===== src/rtl/i2cs_pkg.sv =====
package i2cs_pkg;

  typedef enum logic [3:0] {
    ST_IDLE,
    ST_ADDR,
    ST_AACK,
    ST_RX,
    ST_RACK,
    ST_TX,
    ST_TACK,
    ST_HOLD,
    ST_SKIP
  } eng_state_t;

  localparam logic [1:0] REG_CTRL = 2'd0;
  localparam logic [1:0] REG_STAT = 2'd1;
  localparam logic [1:0] REG_DATA = 2'd2;
  localparam logic [1:0] REG_OWN  = 2'd3;

  localparam int CTRL_TXM  = 0;
  localparam int CTRL_NACK = 1;

  localparam int SB_BUSY = 0;
  localparam int SB_HIT  = 1;
  localparam int SB_DIR  = 2;
  localparam int SB_RXNK = 3;
  localparam int SB_IRQ  = 4;
  localparam int SB_HOLD = 5;

endpackage


===== src/rtl/i2cs_sync.sv =====
module i2cs_sync #(
  parameter int WIDTH  = 2,
  parameter int STAGES = 2
) (
  input  logic             clk,
  input  logic             rst_n,
  input  logic [WIDTH-1:0] din,
  output logic [WIDTH-1:0] lvl,
  output logic [WIDTH-1:0] rise,
  output logic [WIDTH-1:0] fall
);

  for (genvar i = 0; i < WIDTH; i++) begin : g_line
    logic [STAGES-1:0] pipe_q;
    logic              prev_q;

    always_ff @(posedge clk or negedge rst_n) begin
      if (!rst_n) begin
        pipe_q <= '1;
        prev_q <= 1'b1;
      end else begin
        pipe_q <= {pipe_q[STAGES-2:0], din[i]};
        prev_q <= pipe_q[STAGES-1];
      end
    end

    assign lvl[i]  = pipe_q[STAGES-1];
    assign rise[i] = pipe_q[STAGES-1] & ~prev_q;
    assign fall[i] = ~pipe_q[STAGES-1] & prev_q;
  end

endmodule


===== src/rtl/i2cs_engine.sv =====
module i2cs_engine
  import i2cs_pkg::*;
#(
  parameter int DATA_W = 8,
  localparam int ADDR_W = DATA_W - 1,
  localparam int CNT_W  = $clog2(DATA_W + 1)
) (
  input  logic              clk,
  input  logic              rst_n,
  input  logic              scl_s,
  input  logic              sda_s,
  input  logic              scl_rise,
  input  logic              scl_fall,
  input  logic              sda_rise,
  input  logic              sda_fall,
  input  logic [ADDR_W-1:0] own_addr,
  input  logic              tx_mode,
  input  logic              nack_ctl,
  input  logic              data_wr,
  input  logic              data_rd,
  input  logic [DATA_W-1:0] wdata,
  output logic [DATA_W-1:0] data_q,
  output logic              busy,
  output logic              dir,
  output logic              rx_nack,
  output logic              evt_addr,
  output logic              evt_byte,
  output logic              evt_stop,
  output logic              sda_oe,
  output logic              scl_oe
);

  localparam logic [CNT_W-1:0] CNT_FULL = CNT_W'(DATA_W);
  localparam logic [CNT_W-1:0] CNT_LAST = CNT_W'(DATA_W - 1);

  eng_state_t        state_q, state_d;
  logic [CNT_W-1:0]  cnt_q, cnt_d;
  logic [DATA_W-1:0] shf_q, shf_d;
  logic [DATA_W-1:0] data_d;
  logic              busy_q, busy_d;
  logic              dir_q, dir_d;
  logic              rxnk_q, rxnk_d;
  logic              sda_q, sda_d;
  logic              start_p, stop_p;

  assign start_p = sda_fall & scl_s;
  assign stop_p  = sda_rise & scl_s;

  always_comb begin
    state_d  = state_q;
    cnt_d    = cnt_q;
    shf_d    = shf_q;
    data_d   = data_q;
    busy_d   = busy_q;
    dir_d    = dir_q;
    rxnk_d   = rxnk_q;
    sda_d    = sda_q;
    evt_addr = 1'b0;
    evt_byte = 1'b0;

    if (data_wr) begin
      data_d = wdata;
    end

    if (start_p) begin
      state_d = ST_ADDR;
      cnt_d   = '0;
      busy_d  = 1'b1;
      sda_d   = 1'b0;
    end else if (stop_p) begin
      state_d = ST_IDLE;
      busy_d  = 1'b0;
      dir_d   = 1'b0;
      rxnk_d  = 1'b0;
      sda_d   = 1'b0;
    end else begin
      unique case (state_q)
        ST_ADDR: begin
          if (scl_rise && cnt_q != CNT_FULL) begin
            shf_d = {shf_q[DATA_W-2:0], sda_s};
            cnt_d = cnt_q + 1'b1;
          end else if (scl_fall && cnt_q == CNT_FULL) begin
            if (shf_q[DATA_W-1:1] == own_addr) begin
              state_d = ST_AACK;
              dir_d   = shf_q[0];
              sda_d   = 1'b1;
            end else begin
              state_d = ST_SKIP;
            end
          end
        end
        ST_AACK: begin
          if (scl_fall) begin
            sda_d    = 1'b0;
            state_d  = ST_HOLD;
            evt_addr = 1'b1;
          end
        end
        ST_RX: begin
          if (scl_rise && cnt_q != CNT_FULL) begin
            shf_d = {shf_q[DATA_W-2:0], sda_s};
            cnt_d = cnt_q + 1'b1;
          end else if (scl_fall && cnt_q == CNT_FULL) begin
            data_d  = shf_q;
            sda_d   = ~nack_ctl;
            state_d = ST_RACK;
          end
        end
        ST_RACK: begin
          if (scl_fall) begin
            sda_d    = 1'b0;
            state_d  = ST_HOLD;
            evt_byte = 1'b1;
          end
        end
        ST_TX: begin
          if (scl_fall) begin
            if (cnt_q == CNT_LAST) begin
              sda_d   = 1'b0;
              state_d = ST_TACK;
            end else begin
              shf_d = {shf_q[DATA_W-2:0], 1'b0};
              cnt_d = cnt_q + 1'b1;
              sda_d = ~shf_q[DATA_W-2];
            end
          end
        end
        ST_TACK: begin
          if (scl_rise) begin
            rxnk_d = sda_s;
          end else if (scl_fall) begin
            state_d  = ST_HOLD;
            evt_byte = 1'b1;
          end
        end
        ST_HOLD: begin
          if (tx_mode && data_wr) begin
            state_d = ST_TX;
            shf_d   = wdata;
            cnt_d   = '0;
            sda_d   = ~wdata[DATA_W-1];
          end else if (!tx_mode && data_rd) begin
            state_d = ST_RX;
            cnt_d   = '0;
            sda_d   = 1'b0;
          end
        end
        default: begin
        end
      endcase
    end
  end

  always_ff @(posedge clk or negedge rst_n) begin
    if (!rst_n) begin
      state_q <= ST_IDLE;
      cnt_q   <= '0;
      shf_q   <= '0;
      data_q  <= '0;
      busy_q  <= 1'b0;
      dir_q   <= 1'b0;
      rxnk_q  <= 1'b0;
      sda_q   <= 1'b0;
    end else begin
      state_q <= state_d;
      cnt_q   <= cnt_d;
      shf_q   <= shf_d;
      data_q  <= data_d;
      busy_q  <= busy_d;
      dir_q   <= dir_d;
      rxnk_q  <= rxnk_d;
      sda_q   <= sda_d;
    end
  end

  assign busy     = busy_q;
  assign dir      = dir_q;
  assign rx_nack  = rxnk_q;
  assign evt_stop = stop_p;
  assign sda_oe   = sda_q;
  assign scl_oe   = (state_q == ST_HOLD);

  assert_start_busy_R1: assert property (@(posedge clk) disable iff (!rst_n)
    start_p |=> busy_q);

  assert_stop_release_R2: assert property (@(posedge clk) disable iff (!rst_n)
    stop_p |=> (!busy_q && !sda_oe && !scl_oe));

  assert_skip_quiet_R3: assert property (@(posedge clk) disable iff (!rst_n)
    (state_q == ST_SKIP) |-> (!sda_q && !scl_oe));

  assert_hold_release_R7: assert property (@(posedge clk) disable iff (!rst_n)
    (state_q == ST_HOLD) && !start_p && !stop_p &&
    ((tx_mode && data_wr) || (!tx_mode && data_rd)) |=> !scl_oe);

  assert_sda_moves_low_R8: assert property (@(posedge clk) disable iff (!rst_n)
    (sda_q != $past(sda_q)) && !$past(start_p) && !$past(stop_p) |-> !$past(scl_s));

  assert_tack_released_R9: assert property (@(posedge clk) disable iff (!rst_n)
    (state_q == ST_TACK) |-> !sda_q);

endmodule


===== src/rtl/i2cs_regs.sv =====
module i2cs_regs
  import i2cs_pkg::*;
#(
  parameter int DATA_W = 8,
  parameter logic [DATA_W-2:0] OWN_RST = 7'h2A,
  localparam int ADDR_W = DATA_W - 1
) (
  input  logic              clk,
  input  logic              rst_n,
  input  logic [1:0]        reg_addr,
  input  logic              reg_wr,
  input  logic              reg_rd,
  input  logic [ADDR_W-1:0] wbits,
  input  logic [DATA_W-1:0] data_q,
  input  logic              busy,
  input  logic              dir,
  input  logic              rx_nack,
  input  logic              holding,
  input  logic              evt_addr,
  input  logic              evt_byte,
  input  logic              evt_stop,
  output logic [ADDR_W-1:0] own_addr,
  output logic              tx_mode,
  output logic              nack_ctl,
  output logic              data_wr,
  output logic              data_rd,
  output logic              irq,
  output logic [DATA_W-1:0] rdata
);

  logic [ADDR_W-1:0] own_q, own_d;
  logic              txm_q, txm_d;
  logic              nak_q, nak_d;
  logic              irq_q, irq_d;
  logic              hit_q, hit_d;
  logic              wr_ctrl, wr_stat, wr_own;

  assign wr_ctrl = reg_wr && (reg_addr == REG_CTRL);
  assign wr_stat = reg_wr && (reg_addr == REG_STAT);
  assign wr_own  = reg_wr && (reg_addr == REG_OWN);
  assign data_wr = reg_wr && (reg_addr == REG_DATA);
  assign data_rd = reg_rd && (reg_addr == REG_DATA);

  always_comb begin
    own_d = own_q;
    txm_d = txm_q;
    nak_d = nak_q;
    irq_d = irq_q;
    hit_d = hit_q;
    if (wr_own) begin
      own_d = wbits;
    end
    if (wr_ctrl) begin
      txm_d = wbits[CTRL_TXM];
      nak_d = wbits[CTRL_NACK];
    end
    if (wr_stat && wbits[SB_IRQ]) begin
      irq_d = 1'b0;
    end
    if (evt_addr || evt_byte) begin
      irq_d = 1'b1;
    end
    if (evt_addr) begin
      hit_d = 1'b1;
    end else if (evt_byte || evt_stop) begin
      hit_d = 1'b0;
    end
  end

  always_ff @(posedge clk or negedge rst_n) begin
    if (!rst_n) begin
      own_q <= OWN_RST;
      txm_q <= 1'b0;
      nak_q <= 1'b0;
      irq_q <= 1'b0;
      hit_q <= 1'b0;
    end else begin
      own_q <= own_d;
      txm_q <= txm_d;
      nak_q <= nak_d;
      irq_q <= irq_d;
      hit_q <= hit_d;
    end
  end

  always_comb begin
    rdata = '0;
    unique case (reg_addr)
      REG_CTRL: begin
        rdata[CTRL_TXM]  = txm_q;
        rdata[CTRL_NACK] = nak_q;
      end
      REG_STAT: begin
        rdata[SB_BUSY] = busy;
        rdata[SB_HIT]  = hit_q;
        rdata[SB_DIR]  = dir;
        rdata[SB_RXNK] = rx_nack;
        rdata[SB_IRQ]  = irq_q;
        rdata[SB_HOLD] = holding;
      end
      REG_DATA: rdata = data_q;
      default:  rdata[ADDR_W-1:0] = own_q;
    endcase
  end

  assign own_addr = own_q;
  assign tx_mode  = txm_q;
  assign nack_ctl = nak_q;
  assign irq      = irq_q;

  assert_addr_irq_R5: assert property (@(posedge clk) disable iff (!rst_n)
    evt_addr |=> (irq_q && hit_q));

  assert_byte_irq_R5: assert property (@(posedge clk) disable iff (!rst_n)
    evt_byte |=> (irq_q && !hit_q));

  assert_irq_clear_R5: assert property (@(posedge clk) disable iff (!rst_n)
    (wr_stat && wbits[SB_IRQ] && !evt_addr && !evt_byte) |=> !irq_q);

endmodule


===== src/rtl/i2c_slave_ctrl.sv =====
module i2c_slave_ctrl #(
  parameter int DATA_W = 8,
  parameter int SYNC_STAGES = 2,
  parameter logic [DATA_W-2:0] OWN_RST = 7'h2A
) (
  input  logic              clk,
  input  logic              rst_n,
  input  logic              scl_i,
  input  logic              sda_i,
  output logic              scl_oe,
  output logic              sda_oe,
  input  logic [1:0]        reg_addr,
  input  logic              reg_wr,
  input  logic              reg_rd,
  input  logic [DATA_W-1:0] reg_wdata,
  output logic [DATA_W-1:0] reg_rdata,
  output logic              irq
);

  localparam int ADDR_W = DATA_W - 1;

  logic [1:0]        rst_pipe_q;
  logic              rst_int_n;
  logic [1:0]        lvl, rise, fall;
  logic [ADDR_W-1:0] own_addr;
  logic              tx_mode, nack_ctl, data_wr, data_rd;
  logic [DATA_W-1:0] data_q;
  logic              busy, dir, rx_nack;
  logic              evt_addr, evt_byte, evt_stop;
  logic              scl_hold;

  always_ff @(posedge clk or negedge rst_n) begin
    if (!rst_n) begin
      rst_pipe_q <= 2'b00;
    end else begin
      rst_pipe_q <= {rst_pipe_q[0], 1'b1};
    end
  end
  assign rst_int_n = rst_pipe_q[1];

  i2cs_sync #(.WIDTH(2), .STAGES(SYNC_STAGES)) u_sync (
    .clk   (clk),
    .rst_n (rst_int_n),
    .din   ({sda_i, scl_i}),
    .lvl   (lvl),
    .rise  (rise),
    .fall  (fall)
  );

  i2cs_engine #(.DATA_W(DATA_W)) u_eng (
    .clk      (clk),
    .rst_n    (rst_int_n),
    .scl_s    (lvl[0]),
    .sda_s    (lvl[1]),
    .scl_rise (rise[0]),
    .scl_fall (fall[0]),
    .sda_rise (rise[1]),
    .sda_fall (fall[1]),
    .own_addr (own_addr),
    .tx_mode  (tx_mode),
    .nack_ctl (nack_ctl),
    .data_wr  (data_wr),
    .data_rd  (data_rd),
    .wdata    (reg_wdata),
    .data_q   (data_q),
    .busy     (busy),
    .dir      (dir),
    .rx_nack  (rx_nack),
    .evt_addr (evt_addr),
    .evt_byte (evt_byte),
    .evt_stop (evt_stop),
    .sda_oe   (sda_oe),
    .scl_oe   (scl_hold)
  );

  i2cs_regs #(.DATA_W(DATA_W), .OWN_RST(OWN_RST)) u_regs (
    .clk      (clk),
    .rst_n    (rst_int_n),
    .reg_addr (reg_addr),
    .reg_wr   (reg_wr),
    .reg_rd   (reg_rd),
    .wbits    (reg_wdata[ADDR_W-1:0]),
    .data_q   (data_q),
    .busy     (busy),
    .dir      (dir),
    .rx_nack  (rx_nack),
    .holding  (scl_hold),
    .evt_addr (evt_addr),
    .evt_byte (evt_byte),
    .evt_stop (evt_stop),
    .own_addr (own_addr),
    .tx_mode  (tx_mode),
    .nack_ctl (nack_ctl),
    .data_wr  (data_wr),
    .data_rd  (data_rd),
    .irq      (irq),
    .rdata    (reg_rdata)
  );

  assign scl_oe = scl_hold;

endmodule


===== config.mk =====
export PLATFORM = sky130hd
export DESIGN_NAME = i2c_slave_ctrl
export DESIGN_NICKNAME = d
export VERILOG_FILES = /design/src/rtl/i2cs_pkg.sv /design/src/rtl/i2cs_sync.sv /design/src/rtl/i2cs_engine.sv /design/src/rtl/i2cs_regs.sv /design/src/rtl/i2c_slave_ctrl.sv
export SDC_FILE = /design/constraint.sdc
export NUM_CORES = 1
export LEC_CHECK = 0
export ABC_CLOCK_PERIOD_IN_PS = 1390
export BUFFER_PORTS_ARGS = -buffer_cell sky130_fd_sc_hd__buf_4
export CAP_MARGIN = 20
export CORE_ASPECT_RATIO = 2
export CORE_MARGIN = 5
export CORE_UTILIZATION = 53
export CTS_CLUSTER_SIZE = 25
export DETAILED_ROUTE_END_ITERATION = 6
export PLACE_DENSITY_LB_ADDON = 0.15
export SYNTH_ARGS = -nofsm -noshare
export SYNTH_HDL_FRONTEND = slang
export SYNTH_SLANG_ARGS = --single-unit

===== constraint.sdc =====
create_clock -name clk -period 1.39 [get_ports clk]
set_input_delay 0.2085 -clock clk [delete_from_list [all_inputs] [get_ports clk]]
set_output_delay 0.2085 -clock clk [all_outputs]
set_load 0.05 [all_outputs]

Word level (Yosys, flattened, before mapping)
Cells that the tools add are included.

Reductions and logical operators: 35. Bitwise operators: 15. Equal/unequal tests: 34. Multiplexer cells: 72. Add/subtract/negate cells: 1.

Operator list (number): 4-bit two-way mux (20); 8-bit two-way mux (10); 1-bit two-way mux (34); 4-bit one-hot mux with 3 select lines (2); 4-bit one-hot mux with 6 select lines (1); 8-bit one-hot mux with 3 select lines (1); 4-bit by 3-bit == test with 1-bit output, second input constant (5); 4-bit by 2-bit inequality test with 1-bit output, second input constant (5); 9-bit AND reduction (2); 2-bit nonzero test (8); 1-bit logical AND (10); 1-bit NOT (9); 4-bit by 2-bit == test with 1-bit output, second input constant (2); 2-bit by 1-bit inequality test with 1-bit output, second input constant (4); 4-bit by 1-bit inequality test with 1-bit output, second input constant (2); 4-bit by 3-bit inequality test with 1-bit output, second input constant (2); 4-bit inequality test, second input constant (2); 8-bit nonzero test (1); 7-bit == test (1); 7-bit AND reduction (1); 7-bit nonzero test (1); 1-bit bitwise AND (6); 3-bit by 1-bit inequality test with 1-bit output, second input constant (2); 2-bit one-hot mux with 3 select lines (1); 19 further kinds (25).

Word-level logic and storage cells: 175. Input port bits: 16. Flip-flop bits (word level): 47.

Logic depth before layout (Yosys ltp)
Depth after elaboration: 10. Depth in mapped cells: 8.

Modules after synthesis
From an unflattened synthesis, not the netlist that was laid out.

Cell total of the unflattened synthesis: 253. Area total of the unflattened synthesis: 2748.9 um2.

Modules (own cells, without submodules): i2cs_engine (instances 1, cells an instance 194, area an instance 1856.8 um2); i2cs_regs (instances 1, cells an instance 44, area an instance 630.6 um2); i2cs_sync (instances 1, cells an instance 12, area an instance 207.7 um2); i2c_slave_ctrl (instances 1, cells an instance 3, area an instance 53.8 um2).

Worst setup path after synthesis
No wires, ideal clock.

Path type: register to register. From: register u_sync.g_line[0].pipe_q[1]. To: register u_eng.shf_q[0]. Path buffers: 2. Arrival: 1924 ps. Slack: -659 ps. Cell stages (with the launch flop): 8. Required time: 1265 ps. Cells stage by stage: dfstp_2 buf_2 inv_1 o41ai_2 nand2_1 or3_1 buf_6 mux2_4.

Word-level cells in the longest chain between the ends: 4. Elaborated cells on any way between the ends: 11.

Ends and longest elaborated chain: start, declared (line i2cs_sync.sv:14) `logic [STAGES-1:0] pipe_q;`; start signal, assigned (line i2cs_sync.sv:22) `pipe_q <= {pipe_q[STAGES-2:0], din[i]};`; 1-bit bitwise AND or 1-bit NOT (tied branches) (line i2cs_sync.sv:28, i2cs_sync.sv:29); 1-bit logical AND or 1-bit bitwise AND (tied branches) (line i2cs_engine.sv:79, i2cs_engine.sv:100, i2cs_sync.sv:29); 2-bit by 1-bit inequality test with 1-bit output (no source line); 7-bit AND reduction (no source line) *; end signal, assigned (line i2cs_engine.sv:158) `shf_q <= '0;`; end signal, assigned (line i2cs_engine.sv:167) `shf_q <= shf_d;`; end, declared (line i2cs_engine.sv:38) `logic [DATA_W-1:0] shf_q, shf_d;`.

Every way passes the cells marked *; elsewhere a longest branch is shown, timed or not. A chain may end at the register's enable or synchronous reset.

Final worst setup path
From: register u_eng.cnt_q[0]. To: register u_eng.shf_q[1].

Word-level cells in the longest chain between the ends: 4. Elaborated cells on any way between the ends: 6.

Ends and longest elaborated chain: start, declared (line i2cs_engine.sv:37) `logic [CNT_W-1:0] cnt_q, cnt_d;`; start signal, assigned (line i2cs_engine.sv:166) `cnt_q <= cnt_d;`; 4-bit inequality test (line i2cs_engine.sv:79, i2cs_engine.sv:100); 1-bit logical AND (line i2cs_engine.sv:79, i2cs_engine.sv:100); 2-bit by 1-bit inequality test with 1-bit output (no source line); 7-bit AND reduction (no source line) *.

Marks and branches as above.

==> metrics.txt <==
H-Tree Depth 2; Worst-path clk slew 0.09 ns; drt pass-1 iters 4; first-pass GRT wire length 13940 um; Routed WL 9063 um; Die ar. 6662 sq um; die width 60.27 um; Cells after Synth 271; die height 110.5 um; vias in the first global route 2890; crit path kind flop to flop; GR peak layer met2; CTS tree done; worst r2r src u_eng.cnt_q[0]$_DFFE_PN0P_; post-synth top area share 0.3550; Required @ worst endpoint 1.59 ns; Syn Nets 289; Setup WS post-layout -0.7386 ns; final setup fails 36; most common cell in the netlist nand2_1; Longest Clk Path Bufs 2; number of vias in the routed layout 2638; Num CTS Buffers 5; Core Footprint 4910 sq um; initial core utilization 0.5456; M2 GR Usage 0.4964; Final ANT Viol Nets 0; Finished Core Util 0.8372; post-DP HPWL 6251 um; Tcrit/Tclk final 1.531; Layout area overhead 53.43%; met1 GRT Util 0.2877; CP endpoint kind flop; largest stage delay on the critical path 0.45 ns; synth warn 0; power per cell area 1291 nW/um^2; synth top area cells dfrtp_1 (35%), dfstp_2 (8.8%), nand2_1 (6.2%); WL/cell 20.60 um; Post-synth top cells nand2_1 (44), dfrtp_1 (38), a21oi_1 (19); DRC errors left 0; Fmax 469.8 MHz; initial antenna violation count 0; largest net degree at the start of global routing 46; HP Start reg_wdata[3]; root buffer cell clkbuf_8; crit-path max FO 8; VDD IR-drop max 1153 uV; post-synth top area cell dfrtp_1; predominant post-synthesis flop cell dfrtp_1; status finished, violations left; startpoint type of the worst setup path flop; Clock Sinks 47; port bufs 26; Final min period 2.129 ns; GRT overflow 0; fraction of registers with async set/reset 1.000; mean number of vias per cell 5.995; Mapped Area 2679 sq um; Yosys cell types 58; min-delay worst type input port to flop; Core Rows 36; Post-Place Worst Slack -0.6777 ns; number of diodes 0; endpoints failing hold 0; Critical Path Start u_eng.cnt_q[0]$_DFFE_PN0P_; LEAKAGE 1.930 nW; Post-synth EDFFs 0; violated checks negative setup slack; GR Util met3 0.04206; CP max stage cell or3_4; worst clock skew 0.004051 ns; gr usage total 0.2814; crit path DAT 2.33 ns; later-pin clock latency in the skew report 0.31 ns; Max Cap Viol 0; ratio of cells with drive above 1 in the final layout 0.5248; RSZ-0062 raised after global routing true; sequential share of the synthesized area 0.4433; 1st-iter DRT viols 188; crit-path cells inv_1, ha_2, and3b_2, o41ai_4, nand2_1, or3_4, mux2_4; FF+latch count, synth 47; Max Slew Vio Count 0; Final Wtd Congestion 0.9257; syn_area_per_cell 9.885 sq um; Final nets 400; I/O pin count 27
-- cell families after synthesis --
family / count (synthesis) / synth area share
xor gates and xnor gates: 8 / 0.02616
other: 1 / 0.001400
DFF: 47 / 0.4433
muxes: 33 / 0.1532
and+or+nand+nor: 100 / 0.1822
AOI/OAI and AO/OA: 59 / 0.1499
buffers and inverters: 21 / 0.03456
adders and majority gates: 2 / 0.009340
-- worst max-delay path: cells and delay by family, from the launching register on --
kind                     cells  cell delay (ns)
AO/OA/AOI/OAI                1             0.28
adder cells (fa/ha/maj)      1             0.17
buffers and inverters        1             0.05
AND/OR/NAND/NOR              3             0.81
multiplexers                 1             0.33
flip-flops                   1             0.38
-- layout make-up --
cell class,instances,area (sq um)
Multi-Input combinational cell,203,1665
Sequential cell,47,1195
Tap cell,57,71.32
Timing Repair Buffer,116,1025
Fill cell,263,799.5
Clock buffer,6,82.58
Inverter,9,36.28
Clock inverter,2,35.03
-- worst paths after layout --
kind                                                   to  slack [ns]  depth (start not counted)
hold / removal             u_regs.own_addr[3]$_DFFE_PN1P_        0.14                          2
setup reg to reg               u_eng.shf_q[1]$_DFFE_PN0P_       -0.74                          7
setup / recovery               u_eng.shf_q[1]$_DFFE_PN0P_       -0.74                          7
max in group asynchronous  u_regs.own_addr[1]$_DFFE_PN1P_        0.86                          1
hold reg to reg                 u_eng.data_q[7]$_DFF_PN0_        0.25                          1
min in group asynchronous         rst_pipe_q[1]$_DFF_PN0_        0.22                          2
-- per-stage QoR --
| stage | setup TNS [ns] | power (mW) | hold WS, ns | instance area (sq um) | instances |
|---|---|---|---|---|---|
| 2_1_floorplan | -8.909 | 2.913 | -0.08709 | 2784 | 271 |
| 3_3_place_gp | -12.15 | 3.794 | -0.009743 | 3558 | 418 |
| 3_5_place_dp | -13.14 | 3.838 | -0.008644 | 3558 | 418 |
| 4_1_cts | -14.81 | 5.062 | 0.1371 | 3897 | 432 |
| 5_1_grt | -19.67 | 5.547 | 0.1453 | 4110 | 440 |
| 6_report | -17.29 | 5.308 | 0.1444 | 4110 | 440 |
-- state kept, by name (all words and copies together) (netlist names), 2 cells and up --
| name | flops |
|---|---|
| u_eng.data_q | 8 |
| u_sync.g_line.pipe_q | 4 |
| u_eng.state_q | 4 |
| rst_pipe_q | 2 |
| u_eng.cnt_q | 4 |
| u_regs.own_addr | 7 |
| u_eng.shf_q | 8 |
| u_sync.g_line.prev_q | 2 |
-- placed cells by master, fill, tap and decap left out, drive strengths merged, types with 5 or more instances in the layout --
cell	netlist	final
nand2	44	44
buf	7	113
xnor2	7	7
nand3	5	5
clkbuf	5	6
mux2	20	20
mux2i	11	11
dfrtp	38	38
o21ai	10	10
a21oi	19	19
nor2b	6	6
dfstp	9	9
nor3	6	6
inv	9	9
nor2	14	14
-- power breakdown --
group / internal [mW] / switching [mW]
Clock: 0.582 / 0.482
Combinational: 1.24 / 1.17
Sequential: 1.62 / 0.217
Total: 3.44 / 1.87
-- repair_timing --
item	CTS	global route
hold buffers	3	0
setup endpoints to repair	36	36
gates resized for setup	41	34
buffers inserted	3	11
pin swaps	6	9
endpoints found under the hold margin	4	0
-- routing by layer --
layer / vias to the layer above / part of all wire
met4: 0 / 0.059
met5: - / 0
met1: 1313 / 0.34
li1: 1202 / -
met3: 37 / 0.032
met2: 86 / 0.57
Power figures use the tool's default switching activity.
